`src/rtl/usb_hs_pkg.sv`:
```
package usb_hs_pkg;
  typedef enum logic [1:0] {
    TOK_OUT   = 2'd0,
    TOK_IN    = 2'd1,
    TOK_SETUP = 2'd2,
    TOK_RSVD  = 2'd3
  } tok_e;

  typedef enum logic [1:0] {
    EP_BULK = 2'd0,
    EP_CTRL = 2'd1,
    EP_ISO  = 2'd2,
    EP_INTR = 2'd3
  } ep_e;

  typedef enum logic [1:0] {
    ST_DIS   = 2'd0,
    ST_STALL = 2'd1,
    ST_NAK   = 2'd2,
    ST_VALID = 2'd3
  } stat_e;

  typedef enum logic [2:0] {
    RSP_NONE  = 3'd0,
    RSP_ACK   = 3'd1,
    RSP_NAK   = 3'd2,
    RSP_STALL = 3'd3,
    RSP_DATA  = 3'd4
  } rsp_e;
endpackage

```
`src/rtl/usb_hs_setup_dec.sv`:
```
module usb_hs_setup_dec
  import usb_hs_pkg::*;
(
  input  logic [1:0] ep_type,
  input  logic [1:0] rx_stat,
  input  logic       crc_ok,
  output logic [2:0] rsp,
  output logic       acc
);
  logic status_takes_setup;

  // STALL and VALID both accept a SETUP; NAK emulates a receive error.
  assign status_takes_setup = (rx_stat == ST_VALID) || (rx_stat == ST_STALL);

  always_comb begin
    rsp = RSP_NONE;
    acc = 1'b0;
    if (ep_type == EP_CTRL && crc_ok && status_takes_setup) begin
      rsp = RSP_ACK;
      acc = 1'b1;
    end
  end
endmodule

```
`src/rtl/usb_hs_out_dec.sv`:
```
module usb_hs_out_dec
  import usb_hs_pkg::*;
#(
  parameter int CNT_W = 10
) (
  input  logic [1:0]       ep_type,
  input  logic [1:0]       rx_stat,
  input  logic             status_stage,
  input  logic             data_pid_odd,
  input  logic             exp_toggle,
  input  logic [CNT_W-1:0] byte_cnt,
  input  logic             crc_ok,
  output logic [2:0]       rsp,
  output logic             acc
);
  logic nonempty;
  logic stage_stall;

  assign nonempty    = |byte_cnt;
  assign stage_stall = (ep_type == EP_CTRL) && status_stage && nonempty;

  always_comb begin
    rsp = RSP_NONE;
    acc = 1'b0;
    if (!crc_ok) begin
      rsp = RSP_NONE;
    end else if (ep_type == EP_ISO) begin
      // no handshake phase; toggle is a buffer selector only
      acc = (rx_stat == ST_VALID);
    end else begin
      unique case (rx_stat)
        ST_STALL: rsp = RSP_STALL;
        ST_NAK:   rsp = RSP_NAK;
        ST_VALID: begin
          if (stage_stall) begin
            rsp = RSP_STALL;
          end else begin
            rsp = RSP_ACK;
            acc = (data_pid_odd == exp_toggle);
          end
        end
        default:  rsp = RSP_NONE;
      endcase
    end
  end
endmodule

```
`src/rtl/usb_hs_in_dec.sv`:
```
module usb_hs_in_dec
  import usb_hs_pkg::*;
(
  input  logic [1:0] ep_type,
  input  logic [1:0] tx_stat,
  output logic [2:0] rsp
);
  always_comb begin
    rsp = RSP_NONE;
    if (tx_stat == ST_VALID) begin
      rsp = RSP_DATA;
    end else if (ep_type != EP_ISO) begin
      if (tx_stat == ST_NAK)   rsp = RSP_NAK;
      if (tx_stat == ST_STALL) rsp = RSP_STALL;
    end
  end
endmodule

```
`src/rtl/usb_hs_sel.sv`:
```
module usb_hs_sel
  import usb_hs_pkg::*;
#(
  parameter int CNT_W = 10
) (
  input  logic             clk,
  input  logic             rst_n,
  input  logic             pkt_valid,
  input  logic [1:0]       tok_kind,
  input  logic [1:0]       ep_type,
  input  logic [1:0]       rx_stat,
  input  logic [1:0]       tx_stat,
  input  logic             status_stage,
  input  logic             data_pid_odd,
  input  logic             exp_toggle,
  input  logic [CNT_W-1:0] byte_cnt,
  input  logic             crc_ok,
  output logic             rsp_valid,
  output logic [2:0]       rsp_code,
  output logic             rsp_accept
);
  logic [2:0] setup_rsp, out_rsp, in_rsp, sel_rsp;
  logic       setup_acc, out_acc, sel_acc;

  usb_hs_setup_dec u_setup (
    .ep_type (ep_type),
    .rx_stat (rx_stat),
    .crc_ok  (crc_ok),
    .rsp     (setup_rsp),
    .acc     (setup_acc)
  );

  usb_hs_out_dec #(.CNT_W(CNT_W)) u_out (
    .ep_type      (ep_type),
    .rx_stat      (rx_stat),
    .status_stage (status_stage),
    .data_pid_odd (data_pid_odd),
    .exp_toggle   (exp_toggle),
    .byte_cnt     (byte_cnt),
    .crc_ok       (crc_ok),
    .rsp          (out_rsp),
    .acc          (out_acc)
  );

  usb_hs_in_dec u_in (
    .ep_type (ep_type),
    .tx_stat (tx_stat),
    .rsp     (in_rsp)
  );

  always_comb begin
    unique case (tok_kind)
      TOK_OUT:   begin sel_rsp = out_rsp;   sel_acc = out_acc;   end
      TOK_IN:    begin sel_rsp = in_rsp;    sel_acc = 1'b0;      end
      TOK_SETUP: begin sel_rsp = setup_rsp; sel_acc = setup_acc; end
      default:   begin sel_rsp = RSP_NONE;  sel_acc = 1'b0;      end
    endcase
  end

  always_ff @(posedge clk or negedge rst_n) begin
    if (!rst_n) begin
      rsp_valid  <= 1'b0;
      rsp_code   <= RSP_NONE;
      rsp_accept <= 1'b0;
    end else begin
      rsp_valid  <= pkt_valid;
      rsp_code   <= pkt_valid ? sel_rsp : RSP_NONE;
      rsp_accept <= pkt_valid & sel_acc;
    end
  end
endmodule

```
`config.mk`:
```
export PLATFORM = sky130hd
export DESIGN_NAME = usb_hs_sel
export DESIGN_NICKNAME = d
export VERILOG_FILES = /design/src/rtl/usb_hs_pkg.sv /design/src/rtl/usb_hs_setup_dec.sv /design/src/rtl/usb_hs_out_dec.sv /design/src/rtl/usb_hs_in_dec.sv /design/src/rtl/usb_hs_sel.sv
export SDC_FILE = /design/constraint.sdc
export NUM_CORES = 1
export LEC_CHECK = 0
export BUFFER_PORTS_ARGS = -buffer_cell sky130_fd_sc_hd__buf_2
export CAP_MARGIN = 30
export CORE_AREA = 5 5 42 44
export CTS_CLUSTER_SIZE = 30
export DETAILED_ROUTE_END_ITERATION = 6
export DIE_AREA = 0 0 47 49
export PLACE_DENSITY = 0.6
export SYNTH_ARGS = -nofsm -noshare
export SYNTH_HDL_FRONTEND = slang
export SYNTH_SLANG_ARGS = --single-unit
```
`constraint.sdc`:
```
create_clock -name clk -period 0.8 [get_ports clk]
set_input_delay 0.04 -clock clk [delete_from_list [all_inputs] [get_ports clk]]
set_output_delay 0.04 -clock clk [all_outputs]
set_load 0.02 [all_outputs]
```
==> metrics.md <==
| Metric | Value |
|---|---|
| Status | finished clean |
| CP Depth | 1 |
| Sw frac | 0.246 |
| Synth area leader | dfrtp_1 |
| Starting Density | 0.239 |
| Final setup vio count | 0 |
| Number of cells on the worst hold path | 2 |
| Mapped Cells | 37 |
| H-Tree Depth | 1 |
| Drt first pass iters | 3 |
| Register area share after synthesis | 0.373 |
| # rows | 14 |
| Fill cell count | 156 |
| Routed WL | 900 um |
| Clock buffer depth | 2 |
| Largest net degree at the start of global routing | 6 |
| First-pass GRT wire length | 1510 um |
| Metal1 wirelength | 397 um |
| Via density | 4.43 |
| CP required | 0.76 ns |
| Pre-CTS setup slack | -0.215 ns |
| Global-route usage over all layers | 0.0905 |
| Antenna Nets Post-Route | 0 |
| Post-synthesis average cell area | 9.06 um^2 |
| Leading cell type in the layout, fill and taps excluded | buf_2 |
| Inserted Clock Buffers | 3 |
| Most frequent cells in the layout | 25 x buf_2, 5 x buf_4, 5 x dfrtp_1 |
| Critical Path Max Stage Delay | 0.37 ns |
| CTS tree | done |
| Flops & latches, synth | 5 |
| First DRT Iteration DRCs | 4 |
| Synth top area cells | dfrtp_1 37%, ha_1 7.5%, nor2b_1 7.5% |
| Yosys top cell area share | 0.373 |
| Grt ovf | 0 |
| Post-CTS setup buffers | 0 |
| Area grow syn2layout | 81.3% |
| Pwr per Cell Area | 1200 nW/um^2 |
| Clock root buffer | clkbuf_4 |
| Register Area | 125 um^2 |
| Core Region | 1400 um^2 |
| Max-cap violations | 0 |
| IO Pins | 30 |
| Fmax | 1290 MHz |
| Final worst path period need | 0.772 ns |
| # port buffers | 29 |
| Pleak | 0.327 nW |
| WP buf/inv | 1 |
| Crit. End Element | primary output |
| Die Span X | 47 um |
| Die ar. | 2300 um^2 |
| Number of global-route vias before repair | 413 |
| Die Height | 49 um |
| Hold Fails Final Rpt | 0 |
| Cell Area, Synth | 335 um^2 |
| Initial antenna violation count | 0 |
| HPWL Detailed | 787 um |
| CP Cell Sequence | buf_6 |
| Layout cell share with drive strength beyond 1 | 0.539 |
| Placed Area | 538 um^2 |
| Worst hold path class | primary input to flip-flop |
| Clock share of power | 0.387 |
| Reg power frac | 0.361 |
| Multi-input gate area in the final layout | 208 um^2 |
| Internal | 0.000551 W |
| NetSw | 0.000179 W |
| Vias | 408 |
| Actual slew at the worst max-slew pin | 0.223 ns |
| WL met2 | 358 um |
| Cell variety after synth | 19 |
| Kind of start point of the critical path | flip-flop |
| Ant diodes | 0 |
| Gate power share | 0.252 |
| Critical Path Fanout Max | 1 |
| CTS clk-pin slew, worst paths | 0.04 ns |
| CP Data Arrival Time | 0.73 ns |
| Max_slew headroom | 0.850 |
| Final WS setup | 0.0275 ns |
| Post-route cell area | 608 um^2 |
| DR WL met3 | 124 um |
| Final worst path period share | 0.966 |
| CTS sink cnt | 5 |
| Net Count, Synth | 64 |
| Final Slew Violations | 0 |
| Placer congestion estimate | 0.757 |
| Final nets | 104 |
| Drc violations | 0 |
| Slowest-stage cell, CP | dfrtp_1 |
| Worst vdd ir | 0.000422 V |
| RSZ-0062 raised after global routing | true |
| Largest delay share family, worst path | flip-flops |
| WS Path Type | flip-flop to primary output |
| Ys Warns | 0 |
| Routed wire per std cell | 9.78 um |
| Max layer used | met4 |
registers in the layout, indices dropped and copies added (netlist names):
| register | flops |
|---|---|
| rsp_valid | 1 |
| rsp_accept | 1 |
| rsp_code | 3 |
routing by layer:
| metal | vias up | track usage |
|---|---|---|
| met1 | 166 | 0.131 |
| met4 | 0 | 0.0968 |
| li1 | 212 | - |
| met2 | 28 | 0.104 |
| met3 | 2 | 0.00738 |
| met5 | - | 0 |
timing repair:
| action | 4_1_cts | 5_1_grt |
|---|---|---|
| hold buffers | 1 | 0 |
| endpoints found under the setup margin | 0 | 6 |
| hold endpoints to repair | 5 | 0 |
| resized for setup | 0 | 10 |
power by group through the flow:
stage,combinational [W],clock [W],sequential (W)
finish,0.000184,0.000283,0.000264
global placement,0.000168,0,0.000266
global route,0.000207,0.000316,0.000264
CTS,0.000175,0.000300,0.000262
detailed placement,0.000171,0,0.000266
floorplan,0.0000494,0,0.000276
cells in the mapped netlist:
| cell type | count |
|---|---|
| dfrtp_1 | 5 |
| a31oi_1 | 1 |
| o21a_1 | 1 |
| nand2b_1 | 1 |
| nor2_1 | 1 |
| nand3_1 | 2 |
| nand3b_1 | 1 |
| nor4_1 | 1 |
| and3_1 | 2 |
| ha_1 | 2 |
| a41o_1 | 1 |
| o21ai_0 | 3 |
| nor2b_1 | 4 |
| inv_1 | 3 |
| nand2_1 | 4 |
| xor2_1 | 1 |
| nor4_2 | 2 |
| a32o_1 | 1 |
| a21oi_1 | 1 |
final timing paths:
check,start,endpoint,slack [ns]
worst max-delay path,rsp_accept,rsp_accept,0.03
worst min-delay path,pkt_valid,rsp_valid,0.03
max in group asynchronous,rst_n,rsp_valid,0.53
min in group asynchronous,rst_n,rsp_code[0],0.14
metrics by stage:
step	util	cells	total power, W	setup TNS (ns)	hold WS, ns
3_5_place_dp	0.384	87	0.000436	-0.517	-0.141
5_1_grt	0.434	92	0.000788	-0.0336	0.0269
3_3_place_gp	0.384	87	0.000433	-0.474	-0.146
2_1_floorplan	-	37	0.000325	0	-0.256
4_1_cts	0.410	92	0.000737	0	0.0191
6_report	0.434	92	0.000730	0	0.0317
cells by family after synthesis:
family	synth area share
adder cells (fa/ha/maj)	0.0746
buffers and inverters	0.0336
AO/OA/AOI/OAI	0.160
XOR/XNOR	0.0261
flip-flops	0.373
AND/OR/NAND/NOR	0.332
area by class of cell:
type / instances / area share
Multi-Input combinational cell: 29 / 0.342
Tap cell: 16 / 0.0329
Timing Repair Buffer: 35 / 0.358
Clock buffer: 4 / 0.0432
Sequential cell: 5 / 0.206
Inverter: 3 / 0.0185
Note: power is estimated with default switching activity, not from simulation.
